## src/rtl/sat_pkg.sv

```systemverilog
package sat_pkg;

    localparam int OPW = 4;

    typedef enum logic [OPW-1:0] {
        OP_SADD  = 4'd0,
        OP_SSUB  = 4'd1,
        OP_UADD  = 4'd2,
        OP_USUB  = 4'd3,
        OP_WADD  = 4'd4,
        OP_SLIMW = 4'd5,
        OP_ULIMW = 4'd6,
        OP_SLIMH = 4'd7,
        OP_ULIMH = 4'd8
    } sat_op_e;

    // Signed overflow from the sign bits of the operands and the wrapped result
    function automatic logic sign_ovf(input logic sa, input logic sb,
                                      input logic sr, input logic is_sub);
        logic same;
        same = ~(sa ^ sb);
        return (is_sub ? ~same : same) & (sr ^ sa);
    endfunction

endpackage

```

## src/rtl/sat_addsub.sv

```systemverilog
module sat_addsub
    import sat_pkg::*;
#(
    parameter int DW = 32
) (
    input  sat_op_e         op,
    input  logic [DW-1:0]   a,
    input  logic [DW-1:0]   b,
    output logic [DW-1:0]   res,
    output logic            sat
);
    localparam logic [DW-1:0] POS_MAX = {1'b0, {(DW-1){1'b1}}};
    localparam logic [DW-1:0] NEG_MIN = {1'b1, {(DW-1){1'b0}}};

    logic [DW:0]   sum_x, dif_x;
    logic [DW-1:0] sum, dif, lim;
    logic          ovf_add, ovf_sub;

    always_comb begin
        sum_x   = {1'b0, a} + {1'b0, b};
        dif_x   = {1'b0, a} - {1'b0, b};
        sum     = sum_x[DW-1:0];
        dif     = dif_x[DW-1:0];
        ovf_add = sign_ovf(a[DW-1], b[DW-1], sum[DW-1], 1'b0);
        ovf_sub = sign_ovf(a[DW-1], b[DW-1], dif[DW-1], 1'b1);
        lim     = a[DW-1] ? NEG_MIN : POS_MAX;
        res     = '0;
        sat     = 1'b0;
        unique case (op)
            OP_SADD: begin res = ovf_add ? lim : sum; sat = ovf_add; end
            OP_SSUB: begin res = ovf_sub ? lim : dif; sat = ovf_sub; end
            OP_UADD: begin res = sum_x[DW] ? '1 : sum; sat = sum_x[DW]; end
            OP_USUB: begin res = dif_x[DW] ? '0 : dif; sat = dif_x[DW]; end
            OP_WADD: begin res = sum; sat = ovf_add; end
            default: begin res = '0; sat = 1'b0; end
        endcase
    end
endmodule

```

## src/rtl/sat_clamp.sv

```systemverilog
module sat_clamp #(
    parameter int W  = 32,
    localparam int NW = $clog2(W)
) (
    input  logic [W-1:0]  val,
    input  logic [NW-1:0] n,
    input  logic          is_signed,
    output logic [W-1:0]  res,
    output logic          sat
);
    localparam logic [W-1:0] ONE = {{(W-1){1'b0}}, 1'b1};

    logic [W-1:0]        mask;
    logic signed [W-1:0] top;

    always_comb begin
        mask = (ONE << n) - ONE;
        top  = $signed(val) >>> n;
        res  = val;
        sat  = 1'b0;
        if (is_signed) begin
            if (top > 0) begin
                res = mask;  sat = 1'b1;
            end else if (top < -1) begin
                res = ~mask; sat = 1'b1;
            end
        end else begin
            if (val[W-1]) begin
                res = '0;   sat = 1'b1;
            end else if (val > mask) begin
                res = mask; sat = 1'b1;
            end
        end
    end
endmodule

```

## src/rtl/sat_alu.sv

```systemverilog
module sat_alu
    import sat_pkg::*;
#(
    parameter int DW = 32,
    localparam int WW    = $clog2(DW),
    localparam int LANES = 2,
    localparam int HW    = DW / LANES,
    localparam int HNW   = $clog2(HW)
) (
    input  logic            clk,
    input  logic            rst,
    input  logic            in_valid,
    input  logic [OPW-1:0]  in_op,
    input  logic [DW-1:0]   in_a,
    input  logic [DW-1:0]   in_b,
    input  logic [WW-1:0]   in_width,
    input  logic            flag_clr,
    output logic            out_valid,
    output logic [DW-1:0]   out_result,
    output logic            out_sticky
);
    sat_op_e        op;
    logic [DW-1:0]  as_res, wl_res, nxt_res;
    logic           as_sat, wl_sat, nxt_sat;
    logic [HW-1:0]  hl_res [LANES];
    logic [LANES-1:0] hl_sat;
    logic [HNW-1:0] h_width;

    assign op = sat_op_e'(in_op);
    assign h_width = (in_width >= WW'(HW)) ? HNW'(HW - 1) : in_width[HNW-1:0];

    sat_addsub #(.DW(DW)) u_addsub (
        .op(op), .a(in_a), .b(in_b), .res(as_res), .sat(as_sat)
    );

    sat_clamp #(.W(DW)) u_word (
        .val(in_a), .n(in_width), .is_signed(op == OP_SLIMW),
        .res(wl_res), .sat(wl_sat)
    );

    for (genvar g = 0; g < LANES; g++) begin : g_lane
        sat_clamp #(.W(HW)) u_half (
            .val(in_a[g*HW +: HW]), .n(h_width), .is_signed(op == OP_SLIMH),
            .res(hl_res[g]), .sat(hl_sat[g])
        );
    end

    always_comb begin
        unique case (op)
            OP_SADD, OP_SSUB, OP_UADD, OP_USUB, OP_WADD: begin
                nxt_res = as_res; nxt_sat = as_sat;
            end
            OP_SLIMW, OP_ULIMW: begin
                nxt_res = wl_res; nxt_sat = wl_sat;
            end
            OP_SLIMH, OP_ULIMH: begin
                nxt_res = {hl_res[1], hl_res[0]}; nxt_sat = |hl_sat;
            end
            default: begin
                nxt_res = '0; nxt_sat = 1'b0;
            end
        endcase
    end

    always_ff @(posedge clk) begin
        if (rst) begin
            out_valid  <= 1'b0;
            out_result <= '0;
            out_sticky <= 1'b0;
        end else begin
            out_valid <= in_valid;
            if (in_valid) out_result <= nxt_res;
            if (flag_clr) out_sticky <= 1'b0;
            else if (in_valid && nxt_sat) out_sticky <= 1'b1;
        end
    end

    AST_VALID_RISE: assert property (@(posedge clk) disable iff (rst) in_valid |=> out_valid);
    AST_RESULT_HOLD: assert property (@(posedge clk) disable iff (rst) !in_valid |=> (!out_valid && $stable(out_result)));
    AST_CLEAR_WINS: assert property (@(posedge clk) disable iff (rst) flag_clr |=> !out_sticky);
    AST_STICKY_KEEP: assert property (@(posedge clk) disable iff (rst) (out_sticky && !flag_clr) |=> out_sticky);
    AST_HALF_SETS: assert property (@(posedge clk) disable iff (rst) (in_valid && !flag_clr && (op == OP_SLIMH || op == OP_ULIMH) && (hl_sat != '0)) |=> out_sticky);
    AST_ADD_SETS: assert property (@(posedge clk) disable iff (rst) (in_valid && !flag_clr && op inside {OP_SADD, OP_SSUB, OP_UADD, OP_USUB, OP_WADD} && as_sat) |=> out_sticky);
endmodule

```

## config.mk

```make
export PLATFORM = sky130hd
export DESIGN_NAME = sat_alu
export DESIGN_NICKNAME = d
export VERILOG_FILES = /design/src/rtl/sat_pkg.sv /design/src/rtl/sat_addsub.sv /design/src/rtl/sat_clamp.sv /design/src/rtl/sat_alu.sv
export SDC_FILE = /design/constraint.sdc
export NUM_CORES = 1
export LEC_CHECK = 0
export BUFFER_PORTS_ARGS = -buffer_cell sky130_fd_sc_hd__buf_2
export CAP_MARGIN = 10
export CORE_ASPECT_RATIO = 1.1
export CORE_MARGIN = 2
export CORE_UTILIZATION = 35
export CTS_CLUSTER_DIAMETER = 200
export DETAILED_ROUTE_END_ITERATION = 12
export PLACE_DENSITY = 0.61
export SETUP_SLACK_MARGIN = 0.5
export SYNTH_ARGS = -nofsm -noshare
export SYNTH_HDL_FRONTEND = slang
export SYNTH_SLANG_ARGS = --single-unit
```

## constraint.sdc

```tcl
create_clock -name clk -period 8.7 [get_ports clk]
set_input_delay 1.305 -clock clk [delete_from_list [all_inputs] [get_ports clk]]
set_output_delay 1.305 -clock clk [all_outputs]
set_load 0.03 [all_outputs]
```

* Word level (Yosys, flattened, before mapping)
Cells that the tools add are included.
** Operators by class
- Shift operators :: 5
- Mux-type cells :: 40
- Eq/ne operators :: 8
- Order comparisons :: 10
- Add/sub/neg operators :: 4
- Reduce and logical (&&, ||, !) cells :: 8
- Bitwise logic cells :: 8
** Operators by type and width (number)
- $mux 32 :: 10
- $mux 16 :: 10
- $pmux 32 s5 :: 1
- $pmux 32 s3 :: 1
- $add 32x32->33 :: 1
- $sub 32x32->33 :: 1
- $gt 16x1->1 const B :: 2
- $gt 16x16->1 :: 2
- $gt 32x1->1 const B :: 1
- $gt 32x32->1 :: 1
- $lt 16x1->1 const B :: 2
- $lt 32x1->1 const B :: 1
- $not 32->32 :: 1
- $shl 1x5->32 const A :: 1
- $sshr 16x4->16 :: 2
- $sshr 32x5->32 :: 1
- $sub 32x1->32 const B :: 1
- $eq 4x3->1 const B :: 4
- $not 16->16 :: 1
- $shl 1x4->16 const A :: 1
- $sub 16x1->16 const B :: 1
- $mux 1 :: 15
- $reduce_or 2->1 :: 5
- $eq 4x2->1 const B :: 2
- 12 further kinds :: 15
** Storage, ports and cells
- Output and inout port bits :: 34
- Register bits after elaboration :: 34
- Logic and storage cells :: 86

* Logic depth before layout (Yosys ltp)
- Depth after elaboration :: 11
- Mapped depth :: 27
- Mapped depth without buffers :: 24

* Cells and area by module
From an unflattened synthesis, not the netlist that was laid out.
** Second synthesis, totals
- Cells, all modules :: 2367
- Area total of the unflattened synthesis :: 18003.5 µm²
** By module, submodules not included
- sat_clamp at g_lane[0].u_half ... :: instances 2, cells an instance 335, area each 2600.0 µm²
- sat_clamp at u_word :: instances 1, cells an instance 672, area each 5099.9 µm²
- sat_addsub :: instances 1, cells an instance 627, area each 4246.6 µm²
- sat_alu :: instances 1, cells an instance 398, area each 3457.1 µm²

* Worst setup path before layout
OpenSTA, ideal clock, no wires.
- Path kind :: in2reg
- Start :: in in_width[0]
- End :: reg out_result[23]
- Cell stages on the path :: 26
- Required time :: 8.565 ns
- Setup slack :: 2.257 ns
- Arrival time :: 6.307 ns
- Cells stage by stage :: buf_4 > buf_4 > buf_2 > buf_2 > buf_2 > clkbuf_1 > nand3_1 > ha_1 > clkbuf_1 > o31ai_1 > a22oi_1 > o21a_1 > ha_1 > nand2_1 > nor3_1 > a21oi_1 > o22a_1 > o31a_1 > a21o_1 > nand2b_1 > clkbuf_1 > nand3_1 > or2_2 > buf_4 > a2111oi_1 > a311oi_1
** On the way
- Word-level cells in the longest chain between the ends :: 9
- Elaborated cells on any way between the ends :: 27
- Classes of those cells :: add/sub: 2; order compare: 7; shift: 4; mux: 12; bitwise: 2
** RTL lines
- from (decl) :: RTL line sat_alu.sv:16 : input logic [WW-1:0] in_width,
- $ge 5x5->1 :: RTL line sat_alu.sv:30 : assign h_width = (in_width >= WW'(HW)) ? HNW'(HW - 1) : in_width[HNW-1:0];
- $mux 4 :: RTL line sat_alu.sv:30
- $shl 1x4->16 :: RTL line sat_clamp.sv:17 : mask = (ONE << n) - ONE;
- $sub 16x1->16 :: RTL line sat_clamp.sv:17
- $gt 16x16->1 / $not 16->16 (equally long branches) :: RTL line sat_clamp.sv:30, sat_clamp.sv:25
- $mux 16 (on tied branches) :: RTL line sat_clamp.sv:30, sat_clamp.sv:24
- $mux 16 (on tied branches) :: RTL line sat_clamp.sv:28, sat_clamp.sv:22
- $mux 16 :: RTL line sat_clamp.sv:21 : if (is_signed) begin
- $pmux 32 s3 (*) :: RTL line sat_alu.sv:49 : unique case (op)
- to (signal assigned) :: RTL line sat_alu.sv:72 : if (in_valid) out_result <= nxt_res;
- to (decl) :: RTL line sat_alu.sv:19 : output logic [DW-1:0] out_result,
Every way passes the cells marked *; elsewhere a longest branch is shown, timed or not.
A chain may end at the register's enable or synchronous reset.

* Final worst setup path
- Start :: in in_width[2]
- End :: reg out_result[18]
The elaborated chain is that of the path after synthesis.

==> flow_metrics.env <==
export IMPL_status="completed"
export IMPL_stdcell_count=2246
export IMPL_avgRoutedWirePerCell_um=24.82
export IMPL_layout_nets=1967
export IMPL_grt_max_degree=78
export IMPL_insertion_delay_ns=0.29
export IMPL_worst_slew_pin_slew_ns=1.181
export IMPL_syn_area_um2=12640
export IMPL_post_route_util_pct=37.71
export IMPL_gp_congestion=0.9960
export IMPL_ios=111
export IMPL_path_class="in -> reg"
export IMPL_synthXorXnorAreaFrac_pct=3.671
export IMPL_crit_required_ns=8.84
export IMPL_hold_buffers=0
export IMPL_clkTransAtPathRegs_ns=0.05
export IMPL_vias=14776
export IMPL_reg2reg_slack_ns=7.39
export IMPL_dieWidth_um=185.2
export IMPL_grt_overflow_total=0
export IMPL_postCtsSetupRepairBufs=0
export IMPL_cap_violations=0
export IMPL_period_share_pct=86.98
export IMPL_rr_endpoint="out_result[29]"
export IMPL_yosysTopAreaCell="ha_1"
export IMPL_netlist_area_leader_share_pct=12.67
export IMPL_setup_tns_ns=0
export IMPL_cts_root_buf="clkbuf_16"
export IMPL_p_leak_nw=5.699
export IMPL_track_usage_pct=28.60
export IMPL_synth_top_family_by_area="compound AO/OA/AOI/OAI gates"
export IMPL_die_h_um=203.4
export IMPL_hold_viol=0
export IMPL_final_max_slew_violation_count=0
export IMPL_cts_buffer_depth=2
export IMPL_ff2ff_path_depth=5
export IMPL_crit_path_start_kind="primary input"
export IMPL_crit_fanout=18
export IMPL_cts_buffers=5
export IMPL_min_path_cells=2
export IMPL_cts_sinks=34
export IMPL_yosys_area_share_simple_pct=21.89
export IMPL_synth_compound_area_share_pct=31.60
export IMPL_routed_wl_um=55740
export IMPL_drtIter0Drc=1720
export IMPL_final_layout_size_suffix_gt1_share_pct=14.55
export IMPL_synth_edf_count=0
export IMPL_yosys_warnings=0
export IMPL_synthTopCellsByCount="161 x nor2_1, 144 x a21oi_1, 144 x nand2_1"
export IMPL_die_area_um2=37670
export IMPL_routed_via_density=6.579
export IMPL_dr_pass1_iters=7
export IMPL_cts_resized=0
export IMPL_period_needed_ns=7.568
export IMPL_power_density_nw_per_um2=89.29
export IMPL_timing_fmax_ghz=0.1321
export IMPL_ys_ff_latch=34
export IMPL_grt_pass1_wl_um=83320
export IMPL_maxSlewHeadroom_pct=21.06
export IMPL_synth_area_per_cell_um2=7.238
export IMPL_grt_pass1_vias=14005
export IMPL_drcViolationCount=0
export IMPL_ant_nets=0
export IMPL_synthTopCellsByArea="ha_1 13%, mux4_2 7.1%, mux2i_1 6.4%, a21oi_1 5.7%, dfxtp_1 5.4%"
export IMPL_hold_start="out_result[28]"
export IMPL_worst_setup_path_end_kind="flop"
export IMPL_core_rowCount=73
export IMPL_synthMuxAreaShare_pct=16.51
export IMPL_syn_to_final_growth_pct=7.065
export IMPL_finalSetupViolations=0
export IMPL_holdPathEnd="out_result[28]"
export IMPL_worstHoldPathType="reg -> reg"
export IMPL_diodes=0
export IMPL_floorplan_initialDensity_pct=35.23
export IMPL_final_area_um2=13540
export IMPL_power_mw=1.209
export IMPL_synth_adder_area_share_pct=13.22
export IMPL_clock_skew_ns=0
export IMPL_io_buffers=110
export IMPL_irDropWorstVdd_mv=0.08814
export IMPL_place_inst=2239
export IMPL_synth_main_ff_cell="dfxtp_1"
export IMPL_placed_cell_area_um2=13410
export IMPL_cts_max_level=2
export IMPL_place_hpwl_um=42950
export IMPL_synth_most_common_cell="nor2_1"
export IMPL_synth_cell_type_count=98
export IMPL_arrival_ns=7.71
export IMPL_reg2reg_from="out_result[29]"
export IMPL_synthCells=1747
export IMPL_ys_seq_area_share_pct=5.383
export IMPL_rsz0062_at_grt="false"
export IMPL_cts_tree="built"
export IMPL_antenna_found_initial=0
export IMPL_core_um2=35900
export IMPL_async_reset_ff_share_pct=0
[registers in the layout, indices dropped and copies added, names as in the netlist]
| register | flops |
|---|---|
| out_result | 32 |
| out_sticky | 1 |
| out_valid | 1 |
[worst max-delay path by stage]
stage                 from        endpoint  depth (start not counted)
6_report       in_width[2]  out_result[18]                         22
4_1_cts        in_width[2]  out_result[18]                         22
2_1_floorplan  in_width[0]  out_result[23]                         26
5_1_grt        in_width[2]  out_result[21]                         22
3_3_place_gp   in_width[2]  out_result[18]                         22
3_5_place_dp   in_width[2]  out_result[23]                         22
[power by group]
| group | internal [mW] | switching (mW) |
|---|---|---|
| Sequential | 0.169 | 0.00995 |
| Combinational | 0.305 | 0.543 |
| Clock | 0.105 | 0.0762 |
| Total | 0.579 | 0.630 |
[placed cells by master (no fill, tap or decap), drive strengths merged, types with 8 or more instances in the layout]
master / instances
xnor2: 40
a211o: 9
nor2b: 22
dfxtp: 34
buf: 139
a211oi: 38
ha: 128
a21o: 25
and2: 9
a311oi: 19
mux2i: 82
nor3: 43
mux2: 31
nor2: 163
o32ai: 8
or3: 19
o22ai: 14
nor4: 19
a2111oi: 17
o31ai: 10
o21ai: 94
and3: 9
a21oi: 145
o21bai: 20
inv: 86
mux4: 40
o211ai: 25
or2: 20
o21a: 14
xor2: 13
a221oi: 8
nand2b: 27
nand4: 21
a22oi: 22
nand3: 45
nand2: 145
a31oi: 33
[per-layer routing]
layer  global-route usage (%)  up-vias  wire length (um)
met5                        0        -                 0
met4                    13.44        0              2834
met3                    3.036      186              4592
met2                    48.03      875             25980
met1                    36.54     7085             22340
li1                         -     6630                 -
[kinds of logic after synthesis]
logic type,count (synthesis)
compound gates,581
simple gates,568
buf+inv,225
mux,153
fa+ha+maj,132
xor+xnor,53
flops,34
other cells,1
[stage by stage]
stage          hold slack [ns]  setup WS [ns]
5_1_grt                 0.5180         0.6810
3_5_place_dp            0.4694          1.064
6_report                0.4866          1.132
3_3_place_gp            0.4659          1.162
4_1_cts                 0.4813          1.355
2_1_floorplan           0.5963          2.257
[critical path, stage by stage]
cell and delay (ns):
buf_2 0.17, or3_1 0.35, clkinv_1 0.60, nand2_1 0.50, ha_1 0.51, nand2_1 0.15
o31ai_1 0.09, a22oi_1 0.09, o21ai_0 0.48, inv_1 0.20, ha_1 0.34, nand2_1 0.06
or4_1 0.58, a31oi_1 0.17, a2111oi_0 0.09, a31oi_1 0.63, nor2_1 0.09, a21oi_1 0.14
nand3_1 0.19, or2_2 0.41, a2111oi_0 0.44, a211oi_1 0.13
[area by class of cell]
class                           instances  area, um2
Fill cell                            3847      22360
Multi-Input combinational cell       1490      11000
Timing Repair Buffer                  139      783.3
Sequential cell                        34      680.7
Tap cell                              487      609.3
Inverter                               89      334.1
Clock buffer                            7      132.6
Note: power is estimated with default switching activity, not from simulation.
